===== config.mk =====
export PLATFORM = sky130hd
export DESIGN_NAME = f2f_bit_decoder
export DESIGN_NICKNAME = d
export VERILOG_FILES = /design/src/rtl/f2f_pkg.sv /design/src/rtl/f2f_edge_sync.sv /design/src/rtl/f2f_interval_timer.sv /design/src/rtl/f2f_period_cmp.sv /design/src/rtl/f2f_bit_decoder.sv
export SDC_FILE = /design/constraint.sdc
export NUM_CORES = 1
export LEC_CHECK = 0
export ABC_CLOCK_PERIOD_IN_PS = 18900
export BUFFER_PORTS_ARGS = -buffer_cell sky130_fd_sc_hd__buf_2
export CELL_PAD_IN_SITES_DETAIL_PLACEMENT = 1
export CELL_PAD_IN_SITES_GLOBAL_PLACEMENT = 1
export CORE_MARGIN = 2
export CORE_UTILIZATION = 40
export CTS_BUF_LIST = sky130_fd_sc_hd__clkbuf_8 sky130_fd_sc_hd__clkbuf_16
export DETAILED_ROUTE_END_ITERATION = 7
export PLACE_DENSITY = 0.68
export SLEW_MARGIN = 20
export SYNTH_ARGS = -nofsm -noshare
export SYNTH_HDL_FRONTEND = slang
export SYNTH_SLANG_ARGS = --single-unit

===== constraint.sdc =====
create_clock -name clk -period 18.9 [get_ports clk]
set_input_delay 3.78 -clock clk [delete_from_list [all_inputs] [get_ports clk]]
set_output_delay 3.78 -clock clk [all_outputs]
set_load 0.005 [all_outputs]

===== src/rtl/f2f_pkg.sv =====
package f2f_pkg;

    typedef enum logic [1:0] {
        ST_WAKE = 2'd0,
        ST_HUNT = 2'd1,
        ST_SKIP = 2'd2,
        ST_DATA = 2'd3
    } dec_state_e;

endpackage


===== src/rtl/f2f_edge_sync.sv =====
// Synchronises the raw line and flags each change of level with a one-cycle pulse.
module f2f_edge_sync #(
    parameter int STAGES = 2
) (
    input  logic clk,
    input  logic rst_n,
    input  logic din,
    output logic edge_pulse
);
    logic [STAGES:0] sh_q, sh_d;

    always_comb begin
        sh_d = {sh_q[STAGES-1:0], din};
    end

    always_ff @(posedge clk or negedge rst_n) begin
        if (!rst_n) sh_q <= '0;
        else        sh_q <= sh_d;
    end

    assign edge_pulse = sh_q[STAGES] ^ sh_q[STAGES-1];
endmodule


===== src/rtl/f2f_interval_timer.sv =====
// Saturating cell-length counter plus a quiet-line watchdog.
module f2f_interval_timer #(
    parameter int CNT_W       = 20,
    parameter int TIMEOUT_CYC = 1562500
) (
    input  logic             clk,
    input  logic             rst_n,
    input  logic             restart,
    input  logic             activity,
    output logic [CNT_W-1:0] elapsed,
    output logic             quiet
);
    localparam int               IDLE_W   = $clog2(TIMEOUT_CYC + 1);
    localparam logic [IDLE_W-1:0] IDLE_LIM = IDLE_W'(TIMEOUT_CYC);
    localparam logic [CNT_W-1:0]  CNT_MAX  = {CNT_W{1'b1}};

    logic [CNT_W-1:0]  len_q, len_d;
    logic [IDLE_W-1:0] idle_q, idle_d;

    always_comb begin
        len_d  = len_q;
        idle_d = idle_q;
        if (restart)               len_d = CNT_W'(1);
        else if (len_q != CNT_MAX) len_d = len_q + CNT_W'(1);
        if (activity)              idle_d = '0;
        else if (idle_q != IDLE_LIM) idle_d = idle_q + IDLE_W'(1);
    end

    always_ff @(posedge clk or negedge rst_n) begin
        if (!rst_n) begin
            len_q  <= '0;
            idle_q <= '0;
        end else begin
            len_q  <= len_d;
            idle_q <= idle_d;
        end
    end

    assign elapsed = len_q;
    assign quiet   = (idle_q == IDLE_LIM);
endmodule


===== src/rtl/f2f_period_cmp.sv =====
// Flags a transition as early when elapsed < 0.7 * (hist_a + hist_b) / 2,
// evaluated exactly as 20 * elapsed < 7 * (hist_a + hist_b).
module f2f_period_cmp #(
    parameter int CNT_W = 20
) (
    input  logic [CNT_W-1:0] elapsed,
    input  logic [CNT_W-1:0] hist_a,
    input  logic [CNT_W-1:0] hist_b,
    output logic             early
);
    localparam int CMP_W = CNT_W + 5;

    logic [CMP_W-1:0] lhs, rhs;

    always_comb begin
        lhs   = CMP_W'(elapsed) * CMP_W'(20);
        rhs   = (CMP_W'(hist_a) + CMP_W'(hist_b)) * CMP_W'(7);
        early = (lhs < rhs);
    end
endmodule


===== src/rtl/f2f_bit_decoder.sv =====
module f2f_bit_decoder
    import f2f_pkg::*;
#(
    parameter int CNT_W       = 20,
    parameter int TIMEOUT_CYC = 1562500,
    parameter int WAKE_CYC    = 1250000,
    parameter int SYNC_STAGES = 2
) (
    input  logic clk,
    input  logic rst_n,
    input  logic f2f_in,
    input  logic skip_long,
    output logic bit_out,
    output logic bit_out_n,
    output logic bit_valid,
    output logic card_n
);
    localparam int                WAKE_W     = $clog2(WAKE_CYC + 1);
    localparam logic [WAKE_W-1:0] WAKE_LAST  = WAKE_W'(WAKE_CYC - 1);
    localparam int                SKIP_W     = 4;
    localparam logic [SKIP_W-1:0] SKIP_SHORT = SKIP_W'(4);
    localparam logic [SKIP_W-1:0] SKIP_LONG  = SKIP_W'(8);

    typedef struct packed {
        dec_state_e       st;
        logic [WAKE_W-1:0] wake_cnt;
        logic [SKIP_W-1:0] skip_cnt;
        logic [SKIP_W-1:0] skip_tgt;
        logic [CNT_W-1:0]  hist_a;
        logic [CNT_W-1:0]  hist_b;
        logic              half;
        logic              card_n;
        logic              bit_val;
        logic              valid;
    } dec_regs_t;

    dec_regs_t        r_q, r_d;
    logic             edge_seen;
    logic             restart;
    logic             quiet;
    logic             early;
    logic [CNT_W-1:0] elapsed;

    f2f_edge_sync #(.STAGES(SYNC_STAGES)) u_sync (
        .clk        (clk),
        .rst_n      (rst_n),
        .din        (f2f_in),
        .edge_pulse (edge_seen)
    );

    f2f_interval_timer #(.CNT_W(CNT_W), .TIMEOUT_CYC(TIMEOUT_CYC)) u_timer (
        .clk      (clk),
        .rst_n    (rst_n),
        .restart  (restart),
        .activity (edge_seen),
        .elapsed  (elapsed),
        .quiet    (quiet)
    );

    f2f_period_cmp #(.CNT_W(CNT_W)) u_cmp (
        .elapsed (elapsed),
        .hist_a  (r_q.hist_a),
        .hist_b  (r_q.hist_b),
        .early   (early)
    );

    always_comb begin
        r_d       = r_q;
        r_d.valid = 1'b0;
        restart   = 1'b0;
        unique case (r_q.st)
            ST_WAKE: begin
                if (r_q.wake_cnt == WAKE_LAST) r_d.st = ST_HUNT;
                else r_d.wake_cnt = r_q.wake_cnt + WAKE_W'(1);
            end
            ST_HUNT: begin
                if (edge_seen) begin
                    restart      = 1'b1;
                    r_d.st       = ST_SKIP;
                    r_d.skip_cnt = '0;
                    r_d.skip_tgt = skip_long ? SKIP_LONG : SKIP_SHORT;
                    r_d.hist_a   = '0;
                    r_d.hist_b   = '0;
                end
            end
            ST_SKIP: begin
                if (edge_seen) begin
                    restart    = 1'b1;
                    r_d.hist_b = r_q.hist_a;
                    r_d.hist_a = elapsed;
                    if (r_q.skip_cnt == r_q.skip_tgt - SKIP_W'(1)) begin
                        r_d.st     = ST_DATA;
                        r_d.card_n = 1'b0;
                        r_d.half   = 1'b0;
                    end else begin
                        r_d.skip_cnt = r_q.skip_cnt + SKIP_W'(1);
                    end
                end else if (quiet) begin
                    r_d.st     = ST_HUNT;
                    r_d.card_n = 1'b1;
                    r_d.hist_a = '0;
                    r_d.hist_b = '0;
                end
            end
            ST_DATA: begin
                if (edge_seen) begin
                    if (!r_q.half && early) begin
                        r_d.half = 1'b1;
                    end else begin
                        restart     = 1'b1;
                        r_d.bit_val = r_q.half;
                        r_d.valid   = 1'b1;
                        r_d.half    = 1'b0;
                        r_d.hist_b  = r_q.hist_a;
                        r_d.hist_a  = elapsed;
                    end
                end else if (quiet) begin
                    r_d.st     = ST_HUNT;
                    r_d.card_n = 1'b1;
                    r_d.half   = 1'b0;
                    r_d.hist_a = '0;
                    r_d.hist_b = '0;
                end
            end
            default: r_d.st = ST_HUNT;
        endcase
    end

    always_ff @(posedge clk or negedge rst_n) begin
        if (!rst_n) begin
            r_q          <= '0;
            r_q.st       <= ST_WAKE;
            r_q.card_n   <= 1'b1;
        end else begin
            r_q <= r_d;
        end
    end

    assign bit_out   = r_q.bit_val;
    assign bit_out_n = ~r_q.bit_val;
    assign bit_valid = r_q.valid;
    assign card_n    = r_q.card_n;
endmodule


## After elaboration in Yosys (flattened, before gate mapping)

Cells that the tools add are included.
W data, S select, Z words.

| word-level totals | value |
|---|---|
| bits in registers | 119 |
| input port bits | 4 |
| output and inout bits | 4 |
| logic and storage cells | 98 |

| operators by class | value |
|---|---|
| add/sub/neg operators | 6 |
| $mul | 2 |
| $lt $le $gt $ge | 1 |
| equality and inequality tests | 19 |
| muxes and demuxes | 36 |
| bitwise operators | 4 |
| reductions and logical operators | 17 |

Operators by type and width:

| cell | count |
|---|---|
| $mux W40 | 3 |
| $pmux W40 S3 | 1 |
| $mux W48 | 1 |
| $add A21 B1 Y21 const B | 2 |
| $eq A21 B21 Y1 const B | 2 |
| $mux W21 | 2 |
| $mux W42 | 1 |
| $mux W41 | 1 |
| $mux W20 | 2 |
| $lt A25 B25 Y1 | 1 |
| $mul A25 B3 Y25 const B | 1 |
| $mul A20 B3 Y23 const B | 1 |
| $add A20 B20 Y21 | 1 |
| $ne A21 B21 Y1 const B | 1 |
| $add A20 B1 Y20 const B | 1 |
| $ne A20 B20 Y1 const B | 1 |
| $mux W2 | 7 |
| $ne A2 B2 Y1 const B | 7 |
| $mux W4 | 3 |
| $ne A3 B3 Y1 const B | 4 |
| $reduce_and A4 Y1 | 3 |
| $mux W1 | 11 |
| $reduce_and A5 Y1 | 2 |
| $pmux W2 S4 | 1 |
| 18 further kinds | 25 |

## Longest topological paths before layout

| depth | value |
|---|---|
| depth after elaboration | 8 |
| mapped depth | 31 |
| mapped depth without buffers | 28 |

## Modules after synthesis

From an unflattened synthesis, not the netlist that was laid out.

| second synthesis, totals | value |
|---|---|
| cell total of the unflattened synthesis | 1092 |
| area, all modules | 9703.1 um^2 |

By module, submodules not included:

| module | instances | cells each | area each (um^2) | sequential area each (um^2) |
|---|---|---|---|---|
| f2f_period_cmp | 1 | 488 | 3940.0 | 0.0 |
| f2f_bit_decoder | 1 | 345 | 3348.2 | 1828.0 |
| f2f_interval_timer | 1 | 255 | 2331.0 | 1026.0 |
| f2f_edge_sync | 1 | 4 | 83.8 | 75.1 |

## Worst setup path after synthesis

No wires, ideal clock.

| timing path | value |
|---|---|
| path type | register to register |
| start | reg r_q[24] in the netlist's numbering |
| end | reg r_q[23] in the netlist's numbering |
| setup time | 0.126 ns |
| arrival time | 5.820 ns |
| setup slack | 12.954 ns |
| cell stages (with the launch flop) | 27 |
| clock period less this slack | 5.946 ns |
| path through | dfrtp_1 -> ha_1 -> inv_1 -> fa_1 -> nor2b_1 -> o31a_1 -> o311ai_1 -> a21oi_1 -> a21o_1 -> a21o_1 -> xor2_1 -> fa_1 -> ha_1 -> and2_1 -> o21ai_0 -> o211ai_1 -> xnor2_1 -> ha_1 -> a21o_1 -> a21o_1 -> a21oi_1 -> o2111ai_1 -> a21o_1 -> buf_4 -> dlygate4sd1_1 -> o2111a_1 -> a221o_1 |

| on the way | value |
|---|---|
| cells in the longest elaborated chain, start to end | 6 |

RTL lines:

| what | RTL line | text |
|---|---|---|
| start, declared | f2f_bit_decoder.sv:37 | `dec_regs_t r_q, r_d;` |
| start signal, assigned | f2f_bit_decoder.sv:135 | `r_q <= r_d;` |
| $add A20 B20 Y21 | f2f_period_cmp.sv:17 | `rhs = (CMP_W'(hist_a) + CMP_W'(hist_b)) * CMP_W'(7);` |
| $mul A25 B3 Y25 | f2f_period_cmp.sv:17 |  |
| $lt A25 B25 Y1 | f2f_period_cmp.sv:18 | `early = (lhs < rhs);` |
| $logic_and A1 B1 Y1 | f2f_bit_decoder.sv:107 | `if (!r_q.half && early) begin` |
| $ne A3 B3 Y1 (no source line) | -- |  |
| $reduce_and A5 Y1 (no source line) | -- |  |

No other way between the ends.
A chain may end at the register's enable or synchronous reset.

## Final worst setup path

| timing path | value |
|---|---|
| start | reg r_q[24] in the netlist's numbering |
| end | reg u_timer.len_q[0] (netlist: u_timer.elapsed[0]) |

| on the way | value |
|---|---|
| cells in the longest elaborated chain, start to end | 8 |

RTL lines:

| what | RTL line | text |
|---|---|---|
| $add A20 B20 Y21 * | f2f_period_cmp.sv:17 |  |
| $mul A25 B3 Y25 * | f2f_period_cmp.sv:17 |  |
| $lt A25 B25 Y1 * | f2f_period_cmp.sv:18 |  |
| $logic_and A1 B1 Y1 * | f2f_bit_decoder.sv:107 |  |
| $mux W1 * | f2f_bit_decoder.sv:107 |  |
| $mux W1 * | f2f_bit_decoder.sv:106 | `if (edge_seen) begin` |
| $pmux W1 S2 * | f2f_bit_decoder.sv:71 | `unique case (r_q.st)` |
| $mux W20 or $reduce_bool A2 Y1 (tied branches) | -- |  |
| end signal, assigned | f2f_interval_timer.sv:34 | `len_q <= len_d;` |
| end, declared | f2f_interval_timer.sv:17 | `logic [CNT_W-1:0] len_q, len_d;` |

Every way passes the cells marked *; elsewhere a longest branch is shown, timed or not.

==> reports/summary.md <==
The flow ran to the end, and the final reports show no timing, DRC or antenna violations. The net count after synthesis was 1167. Data on the critical path is required at its endpoint by 19.20 ns. The logs give 72 for the pin count of the biggest net entering global routing and 4 for the H-tree depth reported by CTS. The average wire length per cell after detail routing is 17.59 um. After synthesis, the netlist uses 75 different library cells. For the power share of the clock group, the log shows 0.558.

The number of buffers inserted by port buffering came out at 7. The post-CTS setup repair buffer count came out at 0. Detailed routing inserted a total of 7803 vias.

During I/O placement, the number of pins put on the boundary was 8. The number of antenna diodes in the final layout is 0. The share of the core filled with cells was 0.4435; the number of buffers created by CTS was 17.

The logic gate share of total power was 0.022. Walking the worst path, the cells encountered are ha_1 -> inv_1 -> fa_1 -> nor2b_1 -> o31a_1 -> o311ai_1 -> a21oi_1 -> nor2_1 -> xnor2_1 -> fa_1 -> ha_1 -> and2_1 -> o21ai_0 -> o211ai_1 -> xnor2_1 -> ha_1 -> a21o_1 -> a21o_1 -> a21oi_1 -> o2111ai_1 -> a21o_1 -> buf_4 -> o211a_1 -> or3_1. The tools report the startpoint of the worst-slack reg-to-reg timing path as r_q[24].

The terminating pin of the worst hold path is u_sync.sh_q[1]. For the final count of pins violating max slew, the log shows 0. First-pass iteration count of the detailed router: 4. In the routed design, unresolved DRC markers number 0. The classification of the worst setup path is register to register.

Detailed placement ended at an HPWL of 17560 um. Cell at the root of the clock tree: clkbuf_16. The overall global routing resource usage was 0.1926; the fmax was 0.1418 GHz.

The start point of the critical path is r_q[24]. The hold violation total from the final report is 0. The dominant combinational cell family by area after synthesis is compound AO/OA/AOI/OAI gates. The tools report the relative max-transition margin as 0.3547.

Count of endpoints failing setup in the final report: 0. The run gives 1030 as the gate count of the mapped netlist. The tools report the site row count as 57. The tools report the capture point of the worst reg-to-reg path as u_timer.elapsed[0]. Core area: 24320 sq um. The xor/xnor share of the synthesized area is 0.1068. In this run the cell area of the synthesized design comes to 9898 sq um. The total power divided by cell area was 56.01 nW/um^2; the initial core utilization was 0.4070. The clock latency at the later pin of the worst-skew pair was 0.42 ns. The tools report the final weighted congestion in routability-driven placement as 0.7953. The final layout contains 1163 nets.

After detailed routing, the number of vias per cell comes to 5.733. The clock passes through at most 2 buffers. The tools report the kind of capture point of the worst setup path as a register. In this run the worst path has a maximum fanout of 45. For this run, the number of Yosys warnings is 0. In this run the vertical extent of the chip is 161.3 um. On the critical path, the stage with the largest delay is an instance of xnor2_1. The number of gates resized after CTS was 0.

The logs give 0.420 for the share of power burned in registers and 0 for the hold buffer count at CTS. In this run, the number of DRC markers left after iteration 0 of detailed routing was 327. A synthesized cell averages 9.610 sq um.

Compared with the post-synthesis result, the final layout area differs by 8.962%. The tools report the origin of the worst min-delay path as u_sync.sh_q[0]. The remaining global-route overflow is 0, and the period utilization is 0.3732.

The nature of the critical path startpoint was a register. The share of synthesized flip-flops with an asynchronous set or reset works out to 1.000. After synthesis the netlist holds a flip-flop and latch count of 117. Across the run, the number of max-cap violations was 0.

Worst hold-check path type: register to register. Summed over all failing endpoints, the final setup total negative slack is 0 ns. Across the VDD grid, the largest voltage drop is 0.05796 mV.

The switching power summed over all nets came out at 0.1241 mW. The number of cells on the worst reg-to-reg path came out at 24. The internal power of the cells totals 0.4800 mW. The tools report the worst reg-to-reg setup slack as 11.85 ns.

The via count of the first global-routing pass is 8112. Wires add up to 23940 um. TritonCTS built the clock tree. The synthesized-area fraction occupied by ao, oa, aoi and oai cells was 0.2162; the cell depth of the worst hold path was 0. Switching portion of total power: 0.2054. The run gives 0.2959 as the sequential-to-total area share from yosys stat. Setup repair after global routing left no endpoint under its margin.

The number of clock sinks is 117, and the clock-pin transition on the worst setup and hold timing paths is 0.06 ns. For the worst setup path, the data arrival time is 7.35 ns. The slew at the pin closest to its max-slew limit came out at 0.9436 ns. The post-layout minimum cycle time is 7.054 ns, and the setup clock skew after layout is 0.009724 ns. The simple logic cell fraction of the synthesized area is 0.1479, and the wire length of the first global-routing pass is 41020 um. The mux cell area share after synthesis is 0.008469, and the number of antenna violations at the first check in global routing is 0. In the synthesized netlist the dominant register cell turns out to be dfrtp_1. The ratio of cells with drive above 1 in the final layout was 0.06847.

The die covers 26020 sq um. For this design the static power due to leakage is 5.222 nW. The synthesized-area fraction occupied by adder cells was 0.1780.

Measured along the x axis, the die boundary spans 161.3 um. The number of antenna-violating nets in the routed design is 0, and the maximum cell stage delay along the critical path is 0.56 ns. The synthesized design contains 0 enable-type register cells.
## registers in the layout (all words and copies together), names as in the netlist
register and flops:
r_q 70, u_timer.idle_q 21, u_timer.elapsed 20, u_sync.sh_q 3
bit_out 1, bit_valid 1, card_n 1
## critical path, delay by kind of cell, from the launching register on
family	cells	cell delay, ns
AOI/OAI and AO/OA	11	2.72
adders and majority gates	5	1.82
and+or+nand+nor	4	0.87
xor gates and xnor gates	2	0.75
DFF	1	0.40
buffers and inverters	2	0.34
## synth_stat cells, drive strengths merged (10+ instances only)
cell type	n	area (sq um)
ha	120	1501
dfrtp	116	2903
nor2	76	301.5
xnor2	68	595.6
inv	58	217.7
a21oi	51	266.5
xor2	50	437.9
nand2	43	161.4
nand3	42	210.2
o2111a	40	450.4
a221o	39	390.4
nor3	37	185.2
o21ai	37	185.2
a21o	27	202.7
clkbuf	19	78.82
buf	17	140.1
and3	16	102.6
nand4	16	100.1
fa	13	260.3
o21a	12	90.09
o21bai	10	86.33
## cells by family (layout without fill, tap and decap cells)
logic type	after synthesis	in the layout
mux	8	8
xor+xnor	119	119
flops	117	117
compound gates	272	272
fa+ha+maj	133	133
simple gates	284	284
buf+inv	97	104
## cell type report
| type | instances | area (sq um) |
|---|---|---|
| fillers | 2783 | 13530 |
| well taps | 324 | 405.4 |
| multi-input cells | 816 | 6516 |
| flip-flops and latches | 117 | 2929 |
| clock buffers | 19 | 452.9 |
| clock inverters | 11 | 158.9 |
| repair buffers | 16 | 105.1 |
| inverters | 58 | 217.7 |
## cells in the final DEF (no fill, tap or decap), types with 39 or more instances in the layout
| master | synthesis | final |
|---|---|---|
| a21oi_1 | 50 | 50 |
| ha_1 | 120 | 120 |
| nor2_1 | 75 | 74 |
| dfrtp_1 | 116 | 116 |
| o2111a_1 | 40 | 40 |
| inv_1 | 58 | 59 |
| xor2_1 | 50 | 49 |
| a221o_1 | 39 | 39 |
| nand2_1 | 43 | 43 |
| nand3_1 | 42 | 42 |
| xnor2_1 | 68 | 68 |
## per-layer routing
metal  share of wire  vias up  global-route usage
li1                -     3826                   -
met1            0.52     3905              0.2742
met2            0.46       54              0.3143
met3           0.015       18             0.02131
met4          0.0076        0             0.04627
met5               0        -                   0
## worst max-delay path by stage
| stage | slack, ns | cells after the start | endpoint |
|---|---|---|---|
| global placement | 11.85 | 25 | u_timer.elapsed[0] |
| global route | 11.24 | 24 | u_timer.elapsed[0] |
| CTS | 11.77 | 24 | u_timer.elapsed[0] |
| floorplan | 12.95 | 26 | r_q[23] |
| finish | 11.85 | 24 | u_timer.elapsed[0] |
| detailed placement | 11.78 | 24 | u_timer.elapsed[0] |
## power by group through the flow
stage	registers (mW)	clock network [mW]	logic (mW)
floorplan	0.258	0	0.00599
global placement	0.258	0	0.0134
detailed placement	0.258	0	0.0137
CTS	0.254	0.343	0.0138
global route	0.254	0.352	0.0155
finish	0.254	0.337	0.0131
## metrics by stage
step / std cells / power (mW) / hold slack, ns / setup WS, ns / instance area (sq um)
after floorplan: 1030 / 0.2638 / 0.3312 / 12.95 / 9898
after global placement: 1331 / 0.2716 / 0.3367 / 11.85 / 10170
after detailed placement: 1331 / 0.2719 / 0.3442 / 11.78 / 10170
after CTS: 1361 / 0.6102 / 0.3615 / 11.77 / 10790
after global routing: 1361 / 0.6217 / 0.3818 / 11.24 / 10790
final: 1361 / 0.6040 / 0.3615 / 11.85 / 10790
No activity file was read; power rests on OpenSTA's default activity.
